`config.mk`:
```
export PLATFORM = sky130hd
export DESIGN_NAME = dma_channel
export DESIGN_NICKNAME = d
export VERILOG_FILES = /design/src/rtl/dma_ch_pkg.sv /design/src/rtl/dma_ch_regs.sv /design/src/rtl/dma_ch_seq.sv /design/src/rtl/dma_channel.sv
export SDC_FILE = /design/constraint.sdc
export NUM_CORES = 1
export LEC_CHECK = 0
export BUFFER_PORTS_ARGS = -buffer_cell sky130_fd_sc_hd__buf_2
export CAP_MARGIN = 20
export CORE_UTILIZATION = 45
export DETAILED_ROUTE_END_ITERATION = 12
export PLACE_DENSITY = 0.68
export SLEW_MARGIN = 10
export SYNTH_ARGS = -nofsm -noshare
export SYNTH_HDL_FRONTEND = slang
export SYNTH_SLANG_ARGS = --single-unit
export TNS_END_PERCENT = 5
```
`constraint.sdc`:
```
create_clock -name clk -period 6.95 [get_ports clk]
set_input_delay 0.3475 -clock clk [delete_from_list [all_inputs] [get_ports clk]]
set_output_delay 0.3475 -clock clk [all_outputs]
set_load 0.005 [all_outputs]
```
`src/rtl/dma_ch_pkg.sv`:
```
package dma_ch_pkg;
  typedef enum logic [1:0] {SEQ_IDLE, SEQ_READ, SEQ_WRITE} seq_state_e;

  localparam logic [2:0] RA_CTRL  = 3'd0;
  localparam logic [2:0] RA_ACT   = 3'd1;
  localparam logic [2:0] RA_START = 3'd2;
  localparam logic [2:0] RA_END   = 3'd3;
  localparam logic [2:0] RA_DEV   = 3'd4;
  localparam logic [2:0] RA_IEN   = 3'd5;
  localparam logic [2:0] RA_STS   = 3'd6;
  localparam logic [2:0] RA_BLK   = 3'd7;

  localparam int CB_RUN    = 0;
  localparam int CB_TODEV  = 1;
  localparam int CB_INCMEM = 2;
  localparam int CB_INCDEV = 3;
  localparam int CB_NOHW   = 4;
  localparam int CB_SWGO   = 5;
  localparam int CB_ABORT  = 6;
  localparam int CB_SZ_LO  = 20;

  function automatic logic [2:0] unit_of(input logic [2:0] f);
    return (f == 3'd2 || f == 3'd4) ? f : 3'd1;
  endfunction
endpackage

```
`src/rtl/dma_ch_regs.sv`:
```
module dma_ch_regs
  import dma_ch_pkg::*;
#(
  parameter int AW = 32
) (
  input  logic          clk,
  input  logic          rst_n,
  input  logic          wr_en,
  input  logic [2:0]    wr_idx,
  input  logic [31:0]   wr_data,
  input  logic [2:0]    rd_idx,
  output logic [31:0]   rd_data,
  input  logic          adv,
  input  logic          set_done,
  input  logic          set_fce,
  input  logic          set_bue,
  input  logic          halt,
  output logic          abort_o,
  output logic          engaged_o,
  output logic          to_dev_o,
  output logic          nohw_o,
  output logic [2:0]    unit_o,
  output logic [AW-1:0] mem_addr_o,
  output logic [AW-1:0] dev_addr_o,
  output logic          at_end_o,
  output logic          irq_o
);
  logic run_q, run_d, swgo_q, swgo_d, todev_q, todev_d;
  logic incm_q, incm_d, incd_q, incd_d, nohw_q, nohw_d;
  logic act_q, act_d, bact_q, bact_d, srst_q, srst_d;
  logic [2:0] sz_q, sz_d, ien_q, ien_d, sts_q, sts_d;
  logic [AW-1:0] start_q, start_d, base_q, base_d, end_q, end_d, dev_q, dev_d;
  logic busy;
  logic [2:0] unit;

  assign busy    = run_q | swgo_q;
  assign unit    = unit_of(sz_q);
  assign abort_o = wr_en && (wr_idx == RA_CTRL) && wr_data[CB_ABORT];

  always_comb begin
    run_d = run_q; swgo_d = swgo_q; todev_d = todev_q; incm_d = incm_q;
    incd_d = incd_q; nohw_d = nohw_q; sz_d = sz_q; act_d = act_q;
    bact_d = bact_q; srst_d = 1'b0; ien_d = ien_q;
    start_d = start_q; base_d = base_q; end_d = end_q; dev_d = dev_q;
    if (wr_en) begin
      case (wr_idx)
        RA_CTRL: begin
          if (!busy) begin
            run_d   = wr_data[CB_RUN];
            swgo_d  = wr_data[CB_SWGO];
            todev_d = wr_data[CB_TODEV];
            incm_d  = wr_data[CB_INCMEM];
            incd_d  = wr_data[CB_INCDEV];
            nohw_d  = wr_data[CB_NOHW];
            sz_d    = wr_data[CB_SZ_LO +: 3];
          end else begin
            run_d  = run_q & wr_data[CB_RUN];
            swgo_d = swgo_q & wr_data[CB_SWGO];
          end
          if (wr_data[CB_ABORT]) begin
            run_d  = 1'b0;
            swgo_d = 1'b0;
          end
        end
        RA_ACT:   act_d = wr_data[0];
        RA_START: if (!busy) begin start_d = wr_data[AW-1:0]; base_d = wr_data[AW-1:0]; end
        RA_END:   if (!busy) end_d = wr_data[AW-1:0];
        RA_DEV:   if (!busy) dev_d = wr_data[AW-1:0];
        RA_IEN:   ien_d = wr_data[2:0];
        RA_BLK:   begin srst_d = wr_data[0]; bact_d = wr_data[1]; end
        default: ;
      endcase
    end
    if (adv) begin
      start_d = start_q + AW'(unit);
      if (incd_q) dev_d = dev_q + AW'(unit);
    end
    if (halt) begin
      run_d  = 1'b0;
      swgo_d = 1'b0;
    end
    sts_d = (sts_q & ~((wr_en && wr_idx == RA_STS) ? wr_data[2:0] : 3'b000))
          | {set_bue, set_fce, set_done};
    if (srst_q) begin
      run_d = 1'b0; swgo_d = 1'b0; todev_d = 1'b0; incm_d = 1'b0; incd_d = 1'b0;
      nohw_d = 1'b0; sz_d = '0; act_d = 1'b0; bact_d = 1'b0; srst_d = 1'b0;
      ien_d = '0; sts_d = '0; start_d = '0; base_d = '0; end_d = '0; dev_d = '0;
    end
  end

  always_ff @(posedge clk or negedge rst_n) begin
    if (!rst_n) begin
      run_q <= 1'b0; swgo_q <= 1'b0; todev_q <= 1'b0; incm_q <= 1'b0;
      incd_q <= 1'b0; nohw_q <= 1'b0; sz_q <= '0; act_q <= 1'b0;
      bact_q <= 1'b0; srst_q <= 1'b0; ien_q <= '0; sts_q <= '0;
      start_q <= '0; base_q <= '0; end_q <= '0; dev_q <= '0;
    end else begin
      run_q <= run_d; swgo_q <= swgo_d; todev_q <= todev_d; incm_q <= incm_d;
      incd_q <= incd_d; nohw_q <= nohw_d; sz_q <= sz_d; act_q <= act_d;
      bact_q <= bact_d; srst_q <= srst_d; ien_q <= ien_d; sts_q <= sts_d;
      start_q <= start_d; base_q <= base_d; end_q <= end_d; dev_q <= dev_d;
    end
  end

  assign engaged_o  = (nohw_q ? swgo_q : run_q) && act_q && bact_q && !srst_q;
  assign to_dev_o   = todev_q;
  assign nohw_o     = nohw_q;
  assign unit_o     = unit;
  assign mem_addr_o = incm_q ? start_q : base_q;
  assign dev_addr_o = dev_q;
  assign at_end_o   = (start_q == end_q);
  assign irq_o      = |(sts_q & ien_q);

  always_comb begin
    case (rd_idx)
      RA_CTRL:  rd_data = {9'b0, sz_q, 13'b0, 1'b0, swgo_q, nohw_q, incd_q, incm_q, todev_q, run_q};
      RA_ACT:   rd_data = {31'b0, act_q};
      RA_START: rd_data = 32'(start_q);
      RA_END:   rd_data = 32'(end_q);
      RA_DEV:   rd_data = 32'(dev_q);
      RA_IEN:   rd_data = {29'b0, ien_q};
      RA_STS:   rd_data = {29'b0, sts_q};
      default:  rd_data = {30'b0, bact_q, srst_q};
    endcase
  end

  // start is locked while the channel is busy
  assert_start_locked_R11: assert property (@(posedge clk) disable iff (!rst_n)
    (wr_en && wr_idx == RA_START && busy && !adv && !srst_q) |=> (start_q == $past(start_q)));
  // a faulted access never moves start
  assert_buserr_no_adv_R9: assert property (@(posedge clk) disable iff (!rst_n)
    set_bue |=> $stable(start_q));
  // done only appears with the channel stopped
  assert_done_stops_R4: assert property (@(posedge clk) disable iff (!rst_n)
    $rose(sts_q[0]) |-> (!run_q && !swgo_q));
  // written ones clear status
  assert_sts_w1c_R12: assert property (@(posedge clk) disable iff (!rst_n)
    (wr_en && wr_idx == RA_STS && !set_done && !set_fce && !set_bue && !srst_q)
      |=> ((sts_q & $past(wr_data[2:0])) == 3'b000));
  // soft reset clears itself and the block activate bit
  assert_srst_self_clear_R13: assert property (@(posedge clk) disable iff (!rst_n)
    srst_q |=> (!srst_q && !bact_q && !run_q));
endmodule

```
`src/rtl/dma_ch_seq.sv`:
```
module dma_ch_seq
  import dma_ch_pkg::*;
#(
  parameter int AW = 32,
  parameter int DW = 32
) (
  input  logic          clk,
  input  logic          rst_n,
  input  logic          engaged,
  input  logic          abort,
  input  logic          nohw,
  input  logic          to_dev,
  input  logic          fc_req,
  input  logic          at_end,
  input  logic [AW-1:0] mem_addr,
  input  logic [AW-1:0] dev_addr,
  input  logic [2:0]    unit,
  input  logic          bus_ack,
  input  logic          bus_err,
  input  logic [DW-1:0] bus_rdata,
  output logic          bus_req,
  output logic          bus_we,
  output logic [AW-1:0] bus_addr,
  output logic [2:0]    bus_size,
  output logic [DW-1:0] bus_wdata,
  output logic          fc_ack,
  output logic          adv,
  output logic          set_done,
  output logic          set_fce,
  output logic          set_bue,
  output logic          halt
);
  seq_state_e st_q, st_d;
  logic [DW-1:0] dat_q, dat_d;
  logic live, fc_ok;

  assign live  = engaged && !abort;
  assign fc_ok = nohw || fc_req;

  always_comb begin
    st_d = st_q; dat_d = dat_q;
    adv = 1'b0; fc_ack = 1'b0; set_done = 1'b0; set_fce = 1'b0; set_bue = 1'b0; halt = 1'b0;
    case (st_q)
      SEQ_IDLE: begin
        if (live) begin
          if (at_end) begin
            set_done = 1'b1;
            halt     = 1'b1;
          end else if (fc_ok) begin
            st_d = SEQ_READ;
          end
        end
      end
      SEQ_READ, SEQ_WRITE: begin
        if (!live) begin
          st_d = SEQ_IDLE;
        end else if (!fc_ok) begin
          set_fce = 1'b1;
          halt    = 1'b1;
          st_d    = SEQ_IDLE;
        end else if (bus_ack) begin
          if (bus_err) begin
            set_bue = 1'b1;
            halt    = 1'b1;
            st_d    = SEQ_IDLE;
          end else if (st_q == SEQ_READ) begin
            dat_d = bus_rdata;
            st_d  = SEQ_WRITE;
          end else begin
            adv    = 1'b1;
            fc_ack = !nohw;
            st_d   = SEQ_IDLE;
          end
        end
      end
      default: st_d = SEQ_IDLE;
    endcase
  end

  always_ff @(posedge clk or negedge rst_n) begin
    if (!rst_n) begin
      st_q  <= SEQ_IDLE;
      dat_q <= '0;
    end else begin
      st_q  <= st_d;
      dat_q <= dat_d;
    end
  end

  assign bus_req   = (st_q != SEQ_IDLE);
  assign bus_we    = (st_q == SEQ_WRITE);
  assign bus_addr  = ((st_q == SEQ_WRITE) != to_dev) ? mem_addr : dev_addr;
  assign bus_size  = unit;
  assign bus_wdata = dat_q;

  // an unanswered request holds its address and kind
  assert_req_hold_R2: assert property (@(posedge clk) disable iff (!rst_n)
    (bus_req && !bus_ack && live && fc_ok) |=> (bus_req && $stable(bus_addr) && $stable(bus_we)));
  // the flow-control acknowledge closes the unit
  assert_fcack_ends_unit_R6: assert property (@(posedge clk) disable iff (!rst_n)
    fc_ack |=> !bus_req);
  // abort withdraws the request
  assert_abort_drops_req_R10: assert property (@(posedge clk) disable iff (!rst_n)
    abort |=> !bus_req);
endmodule

```
`src/rtl/dma_channel.sv`:
```
module dma_channel
  import dma_ch_pkg::*;
#(
  parameter int AW = 32,
  parameter int DW = 32
) (
  input  logic          clk,
  input  logic          rst_n,
  input  logic          reg_wr_en,
  input  logic [2:0]    reg_wr_idx,
  input  logic [31:0]   reg_wr_data,
  input  logic [2:0]    reg_rd_idx,
  output logic [31:0]   reg_rd_data,
  output logic          bus_req,
  output logic          bus_we,
  output logic [AW-1:0] bus_addr,
  output logic [2:0]    bus_size,
  output logic [DW-1:0] bus_wdata,
  input  logic [DW-1:0] bus_rdata,
  input  logic          bus_ack,
  input  logic          bus_err,
  input  logic          fc_req,
  output logic          fc_ack,
  output logic          irq
);
  logic adv, set_done, set_fce, set_bue, halt;
  logic abort, engaged, to_dev, nohw, at_end;
  logic [2:0] unit;
  logic [AW-1:0] mem_addr, dev_addr;

  dma_ch_regs #(.AW(AW)) u_regs (
    .clk(clk), .rst_n(rst_n),
    .wr_en(reg_wr_en), .wr_idx(reg_wr_idx), .wr_data(reg_wr_data),
    .rd_idx(reg_rd_idx), .rd_data(reg_rd_data),
    .adv(adv), .set_done(set_done), .set_fce(set_fce), .set_bue(set_bue), .halt(halt),
    .abort_o(abort), .engaged_o(engaged), .to_dev_o(to_dev), .nohw_o(nohw),
    .unit_o(unit), .mem_addr_o(mem_addr), .dev_addr_o(dev_addr),
    .at_end_o(at_end), .irq_o(irq)
  );

  dma_ch_seq #(.AW(AW), .DW(DW)) u_seq (
    .clk(clk), .rst_n(rst_n),
    .engaged(engaged), .abort(abort), .nohw(nohw), .to_dev(to_dev),
    .fc_req(fc_req), .at_end(at_end), .mem_addr(mem_addr), .dev_addr(dev_addr),
    .unit(unit), .bus_ack(bus_ack), .bus_err(bus_err), .bus_rdata(bus_rdata),
    .bus_req(bus_req), .bus_we(bus_we), .bus_addr(bus_addr), .bus_size(bus_size),
    .bus_wdata(bus_wdata), .fc_ack(fc_ack), .adv(adv), .set_done(set_done),
    .set_fce(set_fce), .set_bue(set_bue), .halt(halt)
  );
endmodule

```
==> run summary <==
Die H: 157 um
DIE WIDTH: 157 um
CP Launch Type: flop
Register share of total power: 43.7%
Critical path class: flop to flop
Synth area leader: dfrtp_1
Post-CTS Resized: 0
Post-detailed-route wirelength per cell: 21.2 um
Compound-Gate Fraction of Synth Area: 16.2%
Initial Util: 45.8%
Layout cells sized above 1: 19.7%
Int Pwr: 2.50 mW
Vias in the first global route: 9580
Worst vdd ir: 165 uV
Leakage power: 5.73 nW
Post-synthesis simple-gate area fraction: 21.6%
NetSw: 1.70 mW
Crit path max fanout: 19
Post-DP HPWL: 24.6 mm
Final min period: 3.23 ns
Main combinational cell family by area after synthesis: simple AND/OR/NAND/NOR gates
Crit path DAT: 3.58 ns
Gate power share: 32.8%
Required time of the critical path: 7.31 ns
Worst R2R Start: u_seq.st_q[0]
Mapped Area: 0.0108 sq mm
Initial antenna violation count: 0
Area added between synthesis and finish: 15.5%
Post-synthesis mux area share: 11.0%
Dominant synthesized flop cell: dfrtp_1
Post-synthesis xor/xnor area fraction: 3.18%
CTS tree: yes
Total gr overflow: 0
Fill cells: 2243
Hold path endpoint: u_seq.bus_wdata[4]
Post-Syn Area per Cell: 8.45 sq um
Number of synthesized flops with an enable pin: 0
# H-tree levels: 4
Pin count of the biggest net entering global routing: 82
Postcts setup bufs: 0
Cell area after placement: 0.0118 sq mm
FMAX: 0.310 GHz
Clock share of power: 23.4%
Site Rows: 56
First-pass GRT wire length: 55.7 mm
Worst hold stages: 2
Adder-cell share of the synthesized area: 1.65%
Inserted Clock Buffers: 17
Worst-Skew Late Latency: 0.44 ns
Worst r2r dst: u_regs.dev_addr_o[27]
Power, Total: 4.20 mW
Core Footprint: 0.0235 sq mm
Vias: 10400
Die area: 0.0245 sq mm
Worst Tran Pin Value: 1.13 ns
Fin. Hold Viols: 0
Max-cap violations: 0
Max clock buf depth: 2
DRT Wirelength: 36.5 mm
Worst slew margin: 24.6%
Ys async rst share: 100%
Register area share after synthesis: 41.9%
Synth area leaders: dfrtp_1, nand2_1, mux2i_1
Number of iterations in the first detailed-routing pass: 7
Design Area, Final: 0.0124 sq mm
Number of I/O pins: 179
Count leader, synth: nand2_1
Count of cell types in the netlist: 65
Commonest cells post-synth: nand2_1, dfrtp_1, a21oi_1
NumNets Final: 1480
Tot GR Track Use: 30.0%
N_diodes: 0
Run status: finished, final reports clean
Via density: 6.02
Clk sinks: 180
Register bit total from synthesis: 180
Power Dens Cells: 338 mW/mm^2
Reg2Reg Depth: 8
DR iter-0 viols: 1154
I/O Buffers: 178
GP Congestion: 0.895
HP Class: primary input to flop
# hold bufs at CTS: 1
Min-delay src: bus_rdata[4]
Total negative slack: 0 ns
Cells after Synth: 1272
Final setup vio count: 0
Reg clk slew, reported paths: 0.07 ns
Fin crit share: 46.4%
Worst Setup End Kind: flop
Syn Nets: 1361
Max-slew violations: 0
RSZ-0062 raised after global routing: false
Clk root buf: clkbuf_16
Area fraction of the dominant cell type after synthesis: 41.9%
Util after Layout: 52.9%
Switching share of power: 40.5%
Fin Clk Skew: 0.0112 ns
DRC: 0
Yosys warning total: 0
Antenna Nets Post-Route: 0
Reg-to-reg slack, setup: 3.72 ns
[stage by stage]
| stage | hold WS, ns | cells | worst slack (ns) |
|---|---|---|---|
| detailed placement | 0.458 | 1689 | 3.76 |
| global route | 0.127 | 1723 | 3.54 |
| floorplan | 0.0519 | 1272 | 4.24 |
| CTS | 0.113 | 1722 | 3.79 |
| finish | 0.122 | 1723 | 3.72 |
| global placement | 0.456 | 1689 | 3.91 |
[logic make-up (layout without fill, tap and decap cells)]
family          count (synthesis)  in the layout
buf+inv                       123            255
flops                         180            180
simple gates                  512            512
compound gates                295            295
fa+ha+maj                      13             13
xor+xnor                       39             39
mux                           110            110
[metal layers]
layer	global-route usage [%]	vias to the layer above	wire length (um)
met3	6.09	71	3200
met1	42.1	5048	15600
met5	0	-	0
li1	-	4720	-
met4	11.7	0	1070
met2	45.2	533	16600
[flip-flops by register name (all words and copies together), names as in the netlist, 2 cells and up]
signal             flops
u_seq.bus_wdata       32
u_regs.sz_q            3
u_regs.ien_q           3
u_regs.sts_q           3
u_regs.start_q        32
u_regs.end_q          32
u_regs.dev_addr_o     32
u_regs.base_q         32
u_seq.st_q             2
[cells in the final DEF, fill, tap and decap left out, types with 3 or more instances in the layout]
cell type / instances
a211oi_1: 7
a21o_1: 3
a21oi_1: 102
a311oi_1: 3
a31oi_1: 32
a32oi_1: 4
and2_1: 8
and3_1: 17
buf_2: 178
buf_4: 15
clkbuf_16: 17
clkinv_4: 3
dfrtp_1: 178
ha_1: 11
inv_1: 28
inv_6: 5
inv_8: 3
mux2_2: 33
mux2i_1: 72
mux4_2: 3
nand2_1: 289
nand3_1: 32
nand4_1: 26
nor2_1: 60
nor2b_1: 8
nor3_1: 9
nor4_1: 14
o211ai_1: 18
o21ai_0: 95
o22ai_1: 3
o311ai_0: 6
or2_2: 5
or3_1: 20
or4_1: 5
xnor2_1: 16
xor2_1: 22
[area by class of cell]
cell class	instances	area (sq um)	area share [%]
clock inverters	15	163	1.31
repair buffers	195	1020	8.25
clock buffers	17	425	3.43
inverters	28	105	0.847
flip-flops and latches	180	4510	36.3
multi-input cells	969	5790	46.6
well taps	319	399	3.21
[worst max-delay path by stage]
stage,slack (ns),endpoint,startpoint,cells after the start
2_1_floorplan,4.24,u_regs.start_q[28],u_regs.sz_q[2],11
3_3_place_gp,3.91,u_regs.dev_addr_o[27],reg_wr_en,8
3_5_place_dp,3.76,u_regs.dev_addr_o[27],reg_wr_en,8
4_1_cts,3.79,u_regs.dev_addr_o[27],u_seq.st_q[0],8
5_1_grt,3.54,u_regs.dev_addr_o[24],u_regs.sz_q[2],11
6_report,3.72,u_regs.dev_addr_o[27],u_seq.st_q[0],8
[critical path, cell delays in order (launching register included)]
cell and delay, ns:
dfrtp_1 0.40, inv_1 0.10, ha_1 0.29, inv_1 0.06
a2111oi_4 0.46, and3_1 0.77, nand2_1 0.37, or4_1 0.50
a31oi_1 0.19
[power by group through the flow]
stage                     clock [mW]  sequential [mW]  combinational [mW]
after detailed placement           0             1.83                1.35
after global routing            1.04             1.88                1.52
after floorplan                    0             1.62               0.956
after global placement             0             1.81                1.33
final                          0.983             1.83                1.38
after CTS                      0.998             1.81                1.36
(Power assumes the default switching activity.)
